===== config.mk =====
export PLATFORM = sky130hd
export DESIGN_NAME = ctc_channel
export DESIGN_NICKNAME = d
export VERILOG_FILES = /design/src/rtl/ctc_pkg.sv /design/src/rtl/ctc_prescaler.sv /design/src/rtl/ctc_trig_edge.sv /design/src/rtl/ctc_downcounter.sv /design/src/rtl/ctc_channel.sv
export SDC_FILE = /design/constraint.sdc
export NUM_CORES = 1
export LEC_CHECK = 0
export BUFFER_PORTS_ARGS = -buffer_cell sky130_fd_sc_hd__buf_2
export CELL_PAD_IN_SITES_DETAIL_PLACEMENT = 1
export CELL_PAD_IN_SITES_GLOBAL_PLACEMENT = 2
export CORE_MARGIN = 4
export CORE_UTILIZATION = 39
export CTS_CLUSTER_SIZE = 28
export DETAILED_ROUTE_END_ITERATION = 16
export PLACE_DENSITY_LB_ADDON = 0.1
export SKIP_CTS_REPAIR_TIMING = 1
export SLEW_MARGIN = 15
export SYNTH_ARGS = -nofsm -noshare
export SYNTH_HDL_FRONTEND = slang
export SYNTH_HIERARCHICAL = 1
export SYNTH_SLANG_ARGS = --single-unit

===== constraint.sdc =====
create_clock -name clk -period 7.05 [get_ports clk]
set_input_delay 1.0575 -clock clk [delete_from_list [all_inputs] [get_ports clk]]
set_output_delay 1.0575 -clock clk [all_outputs]
set_load 0.05 [all_outputs]

===== src/rtl/ctc_pkg.sv =====
package ctc_pkg;

  // Decoded control byte, MSB first so that the bit positions match the bus byte.
  typedef struct packed {
    logic irq_en;    // b7
    logic cnt_mode;  // b6: 1 = event counter, 0 = timer
    logic ps_long;   // b5: 1 = divide by long factor
    logic rise;      // b4: 1 = rising edge active
    logic ext_trig;  // b3: timer waits for trigger edge
    logic tc_next;   // b2: handled by bus decode
    logic srst;      // b1: soft reset
    logic ctl_id;    // b0: handled by bus decode
  } ctl_t;

  typedef enum logic [1:0] {
    CH_IDLE = 2'd0,
    CH_WAIT = 2'd1,
    CH_RUN  = 2'd2
  } ch_state_e;

endpackage


===== src/rtl/ctc_prescaler.sv =====
module ctc_prescaler #(
  parameter int SHORT_LOG = 4,
  parameter int LONG_LOG  = 8
) (
  input  logic clk,
  input  logic rst_n,
  input  logic run,
  input  logic long_sel,
  output logic tick
);
  localparam logic [LONG_LOG-1:0] SHORT_LAST = LONG_LOG'((1 << SHORT_LOG) - 1);
  localparam logic [LONG_LOG-1:0] LONG_LAST  = '1;

  logic [LONG_LOG-1:0] pcnt_q;
  logic [LONG_LOG-1:0] last;

  assign last = long_sel ? LONG_LAST : SHORT_LAST;
  assign tick = run && (pcnt_q == last);

  always_ff @(posedge clk or negedge rst_n) begin
    if (!rst_n) begin
      pcnt_q <= '0;
    end else if (!run || tick) begin
      pcnt_q <= '0;
    end else begin
      pcnt_q <= pcnt_q + 1'b1;
    end
  end

  // a prescaler period is never shorter than two clocks
  p_tick_gap_r2: assert property (@(posedge clk) disable iff (!rst_n)
    tick |=> !tick);

endmodule


===== src/rtl/ctc_trig_edge.sv =====
module ctc_trig_edge #(
  parameter int SYNC_STAGES = 2
) (
  input  logic clk,
  input  logic rst_n,
  input  logic pin,
  input  logic rise_sel,
  output logic edge_o
);
  logic [SYNC_STAGES-1:0] sync_q;
  logic                   prev_q;
  logic                   synced;

  for (genvar g = 0; g < SYNC_STAGES; g++) begin : g_sync
    if (g == 0) begin : g_first
      always_ff @(posedge clk or negedge rst_n) begin
        if (!rst_n) sync_q[g] <= 1'b0;
        else        sync_q[g] <= pin;
      end
    end else begin : g_next
      always_ff @(posedge clk or negedge rst_n) begin
        if (!rst_n) sync_q[g] <= 1'b0;
        else        sync_q[g] <= sync_q[g-1];
      end
    end
  end

  assign synced = sync_q[SYNC_STAGES-1];

  always_ff @(posedge clk or negedge rst_n) begin
    if (!rst_n) prev_q <= 1'b0;
    else        prev_q <= synced;
  end

  assign edge_o = rise_sel ? (synced & ~prev_q) : (~synced & prev_q);

  // two edges of one polarity are at least two clocks apart
  p_edge_spacing_r3: assert property (@(posedge clk) disable iff (!rst_n)
    edge_o |=> (!edge_o || (rise_sel != $past(rise_sel))));

endmodule


===== src/rtl/ctc_downcounter.sv =====
module ctc_downcounter #(
  parameter int CW = 8
) (
  input  logic          clk,
  input  logic          rst_n,
  input  logic          load,
  input  logic [CW-1:0] load_val,
  input  logic          dec,
  input  logic [CW-1:0] reload_val,
  output logic [CW:0]   cnt,
  output logic          zero_hit
);
  // A stored code of zero stands for the full range 2**CW.
  function automatic logic [CW:0] span(input logic [CW-1:0] v);
    logic [CW:0] r;
    r = {1'b0, v};
    if (v == '0) r = {1'b1, {CW{1'b0}}};
    return r;
  endfunction

  logic [CW:0] cnt_q;

  assign cnt      = cnt_q;
  assign zero_hit = dec && !load && (cnt_q == (CW+1)'(1));

  always_ff @(posedge clk or negedge rst_n) begin
    if (!rst_n) begin
      cnt_q <= '0;
    end else if (load) begin
      cnt_q <= span(load_val);
    end else if (zero_hit) begin
      cnt_q <= span(reload_val);
    end else if (dec) begin
      cnt_q <= cnt_q - 1'b1;
    end
  end

  // the reload takes the constant that was stored before the zero
  p_reload_value_r1: assert property (@(posedge clk) disable iff (!rst_n)
    zero_hit |=> (cnt_q == span($past(reload_val))));

  // an ordinary step lowers the count by exactly one
  p_single_step_r3: assert property (@(posedge clk) disable iff (!rst_n)
    (dec && !load && (cnt_q > (CW+1)'(1))) |=> (cnt_q == $past(cnt_q) - (CW+1)'(1)));

endmodule


===== src/rtl/ctc_channel.sv =====
module ctc_channel
  import ctc_pkg::*;
#(
  parameter int CW          = 8,
  parameter int SHORT_LOG   = 4,
  parameter int LONG_LOG    = 8,
  parameter int SYNC_STAGES = 2
) (
  input  logic          clk,
  input  logic          rst_n,
  input  logic          ctl_we,
  input  logic [7:0]    ctl_wdata,
  input  logic          tc_we,
  input  logic [CW-1:0] tc_wdata,
  input  logic          trg_pin,
  output logic [CW-1:0] count_o,
  output logic          zc_o,
  output logic          irq_evt_o
);
  ctl_t          ctl_q;
  ctl_t          ctl_in;
  ch_state_e     st_q, st_d;
  logic [CW-1:0] tc_q;
  logic [CW:0]   cnt;
  logic          soft_rst, pol_flip, pin_edge, act_edge;
  logic          start, run_timer, pre_tick, dec, zero_hit;
  logic          zc_q, irq_q;
  logic          unused_bits;

  assign ctl_in = ctl_t'(ctl_wdata);

  // Named internal events
  assign soft_rst  = ctl_we && ctl_in.srst;
  assign pol_flip  = ctl_we && !ctl_in.srst && (ctl_in.rise != ctl_q.rise);
  assign act_edge  = pin_edge || pol_flip;
  assign start     = tc_we && (st_q == CH_IDLE) && !soft_rst;
  assign run_timer = (st_q == CH_RUN) && !ctl_q.cnt_mode;
  assign dec       = !soft_rst && (st_q == CH_RUN) &&
                     (ctl_q.cnt_mode ? act_edge : pre_tick);

  ctc_trig_edge #(.SYNC_STAGES(SYNC_STAGES)) u_edge (
    .clk      (clk),
    .rst_n    (rst_n),
    .pin      (trg_pin),
    .rise_sel (ctl_q.rise),
    .edge_o   (pin_edge)
  );

  ctc_prescaler #(.SHORT_LOG(SHORT_LOG), .LONG_LOG(LONG_LOG)) u_pre (
    .clk      (clk),
    .rst_n    (rst_n),
    .run      (run_timer),
    .long_sel (ctl_q.ps_long),
    .tick     (pre_tick)
  );

  ctc_downcounter #(.CW(CW)) u_cnt (
    .clk        (clk),
    .rst_n      (rst_n),
    .load       (start),
    .load_val   (tc_wdata),
    .dec        (dec),
    .reload_val (tc_q),
    .cnt        (cnt),
    .zero_hit   (zero_hit)
  );

  always_comb begin
    st_d = st_q;
    if (soft_rst) begin
      st_d = CH_IDLE;
    end else if (start) begin
      st_d = (!ctl_q.cnt_mode && ctl_q.ext_trig) ? CH_WAIT : CH_RUN;
    end else if ((st_q == CH_WAIT) && act_edge) begin
      st_d = CH_RUN;
    end
  end

  always_ff @(posedge clk or negedge rst_n) begin
    if (!rst_n) begin
      st_q  <= CH_IDLE;
      ctl_q <= '0;
      tc_q  <= '0;
      zc_q  <= 1'b0;
      irq_q <= 1'b0;
    end else begin
      st_q  <= st_d;
      if (ctl_we) ctl_q <= ctl_in;
      if (tc_we)  tc_q  <= tc_wdata;
      zc_q  <= zero_hit;
      irq_q <= zero_hit && ctl_q.irq_en;
    end
  end

  assign count_o     = cnt[CW-1:0];
  assign zc_o        = zc_q;
  assign irq_evt_o   = irq_q;
  assign unused_bits = ^{ctl_q.tc_next, ctl_q.ctl_id, cnt[CW]};

  // an idle channel keeps its count until a constant is written
  p_idle_hold_r8: assert property (@(posedge clk) disable iff (!rst_n)
    ((st_q == CH_IDLE) && !tc_we) |=> $stable(cnt));

  // a timer that waits for its trigger does not count
  p_wait_hold_r6: assert property (@(posedge clk) disable iff (!rst_n)
    (st_q == CH_WAIT) |=> $stable(cnt));

  // a running timer moves only on a prescaler tick
  p_timer_tick_only_r2: assert property (@(posedge clk) disable iff (!rst_n)
    (run_timer && !pre_tick) |=> $stable(cnt));

  // an interrupt event always comes with a zero-count pulse
  p_irq_with_zc_r9: assert property (@(posedge clk) disable iff (!rst_n)
    irq_evt_o |-> zc_o);

endmodule


# [Word level (Yosys, flattened, before mapping)]
# Index checks and enable logic that the tools add are counted.
[classes] mux=13 n_reduce_logical=26 bitwise=4 n_addsub=2 n_eq_ne=5
[op_table] op="$mux 9" count=5
[op_table] op="$logic_not 8->1" count=2
[op_table] op="$mux 8" count=2
[op_table] op="$logic_and 1x1->1" count=14
[op_table] op="$eq 9x1->1 const B" count=1
[op_table] op="$sub 9x1->9 const B" count=1
[op_table] op="$add 8x1->8 const B" count=1
[op_table] op="$eq 8x8->1" count=1
[op_table] op="$mux 2" count=4
[op_table] op="$reduce_bool 3->1" count=2
[op_table] op="$logic_not 1->1" count=5
[op_table] op="$and 1x1->1" count=2
[op_table] op="$eq 2x1->1 const B" count=1
[op_table] op="$eq 2x2->1 const B" count=1
[op_table] op="$logic_not 2->1" count=1
[op_table] op="$logic_or 1x1->1" count=2
[op_table] op="$mux 1" count=2
[op_table] op="$not 1->1" count=2
[op_table] op="$ne 1x1->1" count=1
[word_totals] reg_bits=37 out_inout_bits=10 elab_cells=64 input_bits=21

# [Depth between registers and ports, before layout]
[logic_depth] ltp_word=10 ltp_mapped=10 ltp_nobuf=9

# [Cells and area by module]
# Netlist, hierarchy kept.
[by_module_without_submodules] module="ctc_downcounter" cells_each=82 instances=1 area_each_um2=738.2 seq_area_each_um2=225.2
[by_module_without_submodules] module="ctc_channel" cells_each=54 instances=1 area_each_um2=726.9 seq_area_each_um2=425.4
[by_module_without_submodules] module="ctc_prescaler" cells_each=44 instances=1 area_each_um2=407.9 seq_area_each_um2=200.2
[by_module_without_submodules] module="ctc_trig_edge" cells_each=6 instances=1 area_each_um2=97.6 seq_area_each_um2=75.1

# [Least setup slack after synthesis]
# No wires, ideal clock.
[synth_timing] kind="input to register" startpoint="input port ctl_we" endpoint="register u_cnt.cnt_q[7] (netlist: u_cnt/cnt[7])" t_arrival_ns=2.526 path_buffers=2 required_ns=6.929 cell_stages=8 setup_slack_ns=4.403 setup_time_ns=0.121 cell_sequence="buf_6 > nor2b_4 > a21oi_1 > a2111oi_2 > buf_1 > nand3_1 > o21ba_1 > a22o_1"
[synth_between] elab_chain_cells=9 word_cells_on_any_way=15 classes_between="mux (3); reduce/logical (12)"
[synth_rtl] item="start, declared" line_no="ctc_channel.sv:11" text="input logic ctl_we,"
[synth_rtl] item="$logic_and 1x1->1 (2 in a row)" line_no="ctc_channel.sv:34" text="assign pol_flip = ctl_we && !ctl_in.srst && (ctl_in.rise != ctl_q.rise);"
[synth_rtl] item="$logic_or 1x1->1" line_no="ctc_channel.sv:35" text="assign act_edge = pin_edge || pol_flip;"
[synth_rtl] item="$mux 1" line_no="ctc_channel.sv:39" text="(ctl_q.cnt_mode ? act_edge : pre_tick);"
[synth_rtl] item="$logic_and 1x1->1 *" line_no="ctc_channel.sv:38" text="assign dec = !soft_rst && (st_q == CH_RUN) &&"
[synth_rtl] item="named net dec" line_no="ctc_channel.sv:26" text="logic start, run_timer, pre_tick, dec, zero_hit;"
[synth_rtl] item="$logic_and 1x1->1 (2 in a row)" line_no="ctc_downcounter.sv:24" text="assign zero_hit = dec && !load && (cnt_q == (CW+1)'(1));"
[synth_rtl] item="$mux 9" line_no="ctc_downcounter.sv:31" text="end else if (zero_hit) begin"
[synth_rtl] item="$mux 9" line_no="ctc_downcounter.sv:29" text="end else if (load) begin"
[synth_rtl] item="end signal, assigned" line_no="ctc_downcounter.sv:30" text="cnt_q <= span(load_val);"
[synth_rtl] item="end signal, assigned" line_no="ctc_downcounter.sv:32" text="cnt_q <= span(reload_val);"
[synth_rtl] item="end signal, assigned" line_no="ctc_downcounter.sv:34" text="cnt_q <= cnt_q - 1'b1;"
[synth_rtl] item="end, declared" line_no="ctc_downcounter.sv:21" text="logic [CW:0] cnt_q;"
# Mark *: on every way through the listed nets, which the timed path passes. The rest lies on a longest branch.
# A chain may end at the register's enable or synchronous reset.

# [Worst setup path after layout]
[layout_timing] startpoint="register st_q[0]" endpoint="register u_cnt.cnt_q[7] (netlist: u_cnt/cnt[7])"
[layout_between] elab_chain_cells=9 word_cells_on_any_way=15 classes_between="eq/ne (1); mux (3); reduce/logical (11)"
[layout_rtl] item="start, declared" line_no="ctc_channel.sv:22" text="ch_state_e st_q, st_d;"
[layout_rtl] item="start signal, assigned" line_no="ctc_channel.sv:87" text="st_q <= st_d;"
[layout_rtl] item="$eq 2x2->1 *" line_no="ctc_channel.sv:37" text="assign run_timer = (st_q == CH_RUN) && !ctl_q.cnt_mode;"
[layout_rtl] item="$logic_and 1x1->1 *" line_no="ctc_channel.sv:37"
[layout_rtl] item="named net run_timer" line_no="ctc_channel.sv:26"
[layout_rtl] item="$logic_and 1x1->1 *" line_no="ctc_prescaler.sv:18" text="assign tick = run && (pcnt_q == last);"
[layout_rtl] item="named net pre_tick" line_no="ctc_channel.sv:26"
[layout_rtl] item="$mux 1 *" line_no="ctc_channel.sv:39"
[layout_rtl] item="$logic_and 1x1->1 *" line_no="ctc_channel.sv:38"
[layout_rtl] item="named net dec" line_no="ctc_channel.sv:26"
[layout_rtl] item="$logic_and 1x1->1 (2 in a row)" line_no="ctc_downcounter.sv:24"
[layout_rtl] item="$mux 9" line_no="ctc_downcounter.sv:31"
[layout_rtl] item="$mux 9" line_no="ctc_downcounter.sv:29"
# Marks and branches as above.

==> flow_metrics.py <==
metrics = {
    "layout": {
        "nets": 241,
        "drive_gt1_frac": 0.263,
        "num-fill-cells": 571,
        "area_growth_pct": 14.7,
        "final_cell_mix": "dfrtp_1 (37), buf_2 (28), nor2_1 (14), mux2_2 (12), nand2_1 (11)",
        "post-route-cell-area_mm2": 0.00226,
        "num_antenna_cells": 0,
        "layout_commonest_cell": "dfrtp_1",
    },
    "die": {
        "pin_count": 31,
        "dieArea_mm2": 0.00625,
        "rows": 25,
        "die_h_um": 79.1,
        "chipWidth_um": 79.1,
        "coreArea_mm2": 0.00482,
        "initial_utilization": 0.409,
    },
    "placement": {
        "place_area_mm2": 0.00217,
        "place_hpwl_um": 3490,
        "place_congestion": 0.761,
        "port_buffers": 28,
    },
    "clock_network": {
        "cts_sinks": 37,
        "clk_latency_ns": 0.29,
        "clock_path_buffers": 2,
        "path_clk_slew_ns": 0.08,
        "htreeDepth": 2,
        "cts_root_buf": "clkbuf_8",
        "cts_tree": "built",
        "cts_made_buffers": 5,
    },
    "route": {
        "wire_per_inst_um": 16.6,
        "viasPerCell": 5.49,
        "drt_first_pass_iters": 4,
        "ant_nets": 0,
        "vias": 1560,
        "drt_iter0_markers": 68,
        "route.detailed.drc": 0,
        "drt-total-wl_um": 4710,
    },
    "global_route": {
        "first_global_vias": 1723,
        "grt_pass1_wl_um": 7990,
        "track_usage": 0.161,
        "gr-usage-met2": 0.315,
        "overflow": 0,
        "grt_busiest_layer": "met2",
        "met3_usage": 0.0329,
        "antenna_found_initial": 0,
        "grt_max_degree": 38,
        "global_route.usage.met1": 0.171,
    },
    "synthesis": {
        "ys_warn_count": 6,
        "ys_types": 53,
        "syn_avg_cell_area_um2": 10.6,
        "ys.flop_type": "dfrtp_1",
        "synth_edf_count": 0,
        "netlist_area_mm2": 0.00197,
        "synthDominantCellAreaShare": 0.470,
        "synthArstFlopShare": 1.00,
        "syn-num-nets": 210,
        "ys_seq_elements": 37,
        "seq_area_frac_synth": 0.470,
        "postSynthCellCount": 186,
        "synth_area_leaders": "dfrtp_1 (47%), mux2_2 (6.9%), nor2_1 (2.7%)",
        "synth_top_area_cell": "dfrtp_1",
    },
    "worst_setup_path": {
        "critPathCaptureType": "flip-flop",
        "required_ns": 7.23,
        "cp_max_fo": 10,
        "cp-start-kind": "flip-flop",
        "cp.arrival_ns": 2.74,
        "worstSetupPathType": "flip-flop to flip-flop",
    },
    "timing": {
        "drv_slew": 0,
        "fmax_mhz": 390,
        "rsz0062_at_grt": "false",
        "slew_headroom": 0.434,
        "tightest_slew_ns": 0.849,
        "tns_ns": 0,
        "period_minus_slack_ns": 2.56,
        "finalHoldViolCount": 0,
        "period_share": 0.363,
        "setup_viol": 0,
        "fin_worst_skew_ns": 0.0100,
    },
    "status": {
        "status": "completed",
    },
    "flow_run": {
        "drv_cap": 0,
    },
    "pwr": {
        "peakVddDrop_v": 0.000108,
        "p_total_uw": 793,
        "power.leakage_nw": 0.991,
        "powerDensity_mw_per_mm2": 351,
    },
    "worst_hold_path": {
        "min_path_type": "flip-flop to flip-flop",
    },
}
## cell type report
| cell class | count | area, µm² | area share |
|---|---|---|---|
| timing repair buffer | 30 | 155 | 0.0687 |
| inverter | 7 | 26.3 | 0.0116 |
| clock buffer | 7 | 86.3 | 0.0382 |
| tap | 67 | 83.8 | 0.0371 |
| sequential | 37 | 926 | 0.410 |
| multi-input combinational | 136 | 982 | 0.435 |
## power breakdown
part / switching, mW / leakage, nW / total [mW] / internal [mW]
Combinational: 0.211 / 0.483 / 0.330 / 0.119
Clock: 0.0722 / 0.0443 / 0.150 / 0.0776
Sequential: 0.0607 / 0.464 / 0.313 / 0.252
## logic make-up after synthesis
group,count (synthesis),share of synthesized area
DFF,37,0.470
muxes,16,0.0889
AOI/OAI and AO/OA,46,0.160
and+or+nand+nor,66,0.206
buffers and inverters,13,0.0343
adders and majority gates,3,0.0190
xor gates and xnor gates,5,0.0222
## synth_stat cells (2+ instances only)
cell type  instances
and2_1             4
dfrtp_1           37
clkbuf_1           2
a2bb2oi_1          2
a22oi_1            2
nand3_1            6
ha_1               3
mux2i_1            4
xor2_1             5
nor2_1            14
nor3_1             3
mux2_2            12
a211oi_1           2
a21oi_1            8
inv_1              7
o31ai_1            5
o21ai_1            5
nand2_1           11
nand2b_1           4
buf_6              2
nor3b_1            5
o21ai_0            7
nor4_1             5
or3_1              2
## worst max-delay path, cell delays in order, from the launching register on
cell and delay, ns:
dfrtp_1 0.44, inv_1 0.12, nand2_1 0.09, nor2_1 0.33, nor3b_1 0.26, nor2_1 0.08, a2111oi_2 0.33, buf_4 0.24
nand3_1 0.15, o21ba_1 0.22, a22o_1 0.19
## sequential cells by signal (all words and copies together), names as in the netlist
name / cells
u_pre/pcnt_q: 8
u_edge/prev_q: 1
ctl_q: 5
zc_o: 1
u_edge/sync_q: 1
u_cnt/cnt: 9
st_q: 2
u_edge/synced: 1
irq_evt_o: 1
tc_q: 8
## per-layer routing
layer | up-vias | part of all wire | wire length, µm
li1 | 743 | - | -
met1 | 787 | 0.42 | 1970
met2 | 28 | 0.55 | 2580
met3 | 2 | 0.028 | 132
met4 | 0 | 0.0053 | 25
met5 | - | 0 | 0
## final timing paths
| kind | from | to | slack, ns | depth (start not counted) |
|---|---|---|---|---|
| hold reg to reg | u_edge/sync_q[0]$_DFF_PN0_ | u_edge/synced$_DFF_PN0_ | 0.35 | 0 |
| setup reg to reg | st_q[0]$_DFFE_PN0P_ | u_cnt/cnt[7]$_DFFE_PN0P_ | 4.49 | 10 |
| min in group asynchronous | rst_n | u_cnt/cnt[7]$_DFFE_PN0P_ | 0.87 | 1 |
| hold / removal | u_edge/sync_q[0]$_DFF_PN0_ | u_edge/synced$_DFF_PN0_ | 0.35 | 0 |
| max in group asynchronous | rst_n | u_pre/pcnt_q[5]$_DFF_PN0_ | 5.63 | 1 |
| setup / recovery | st_q[0]$_DFFE_PN0P_ | u_cnt/cnt[7]$_DFFE_PN0P_ | 4.49 | 10 |
## stage by stage
| stage | setup WS (ns) | cells | hold WS, ns | utilization |
|---|---|---|---|---|
| after floorplan | 4.40 | 186 | 0.331 | - |
| after global placement | 4.29 | 277 | 0.340 | 0.451 |
| after detailed placement | 4.20 | 277 | 0.336 | 0.451 |
| after CTS | 4.48 | 284 | 0.362 | 0.469 |
| after global routing | 4.24 | 284 | 0.373 | 0.469 |
| final | 4.49 | 284 | 0.355 | 0.469 |
Power figures use the tool's default switching activity.
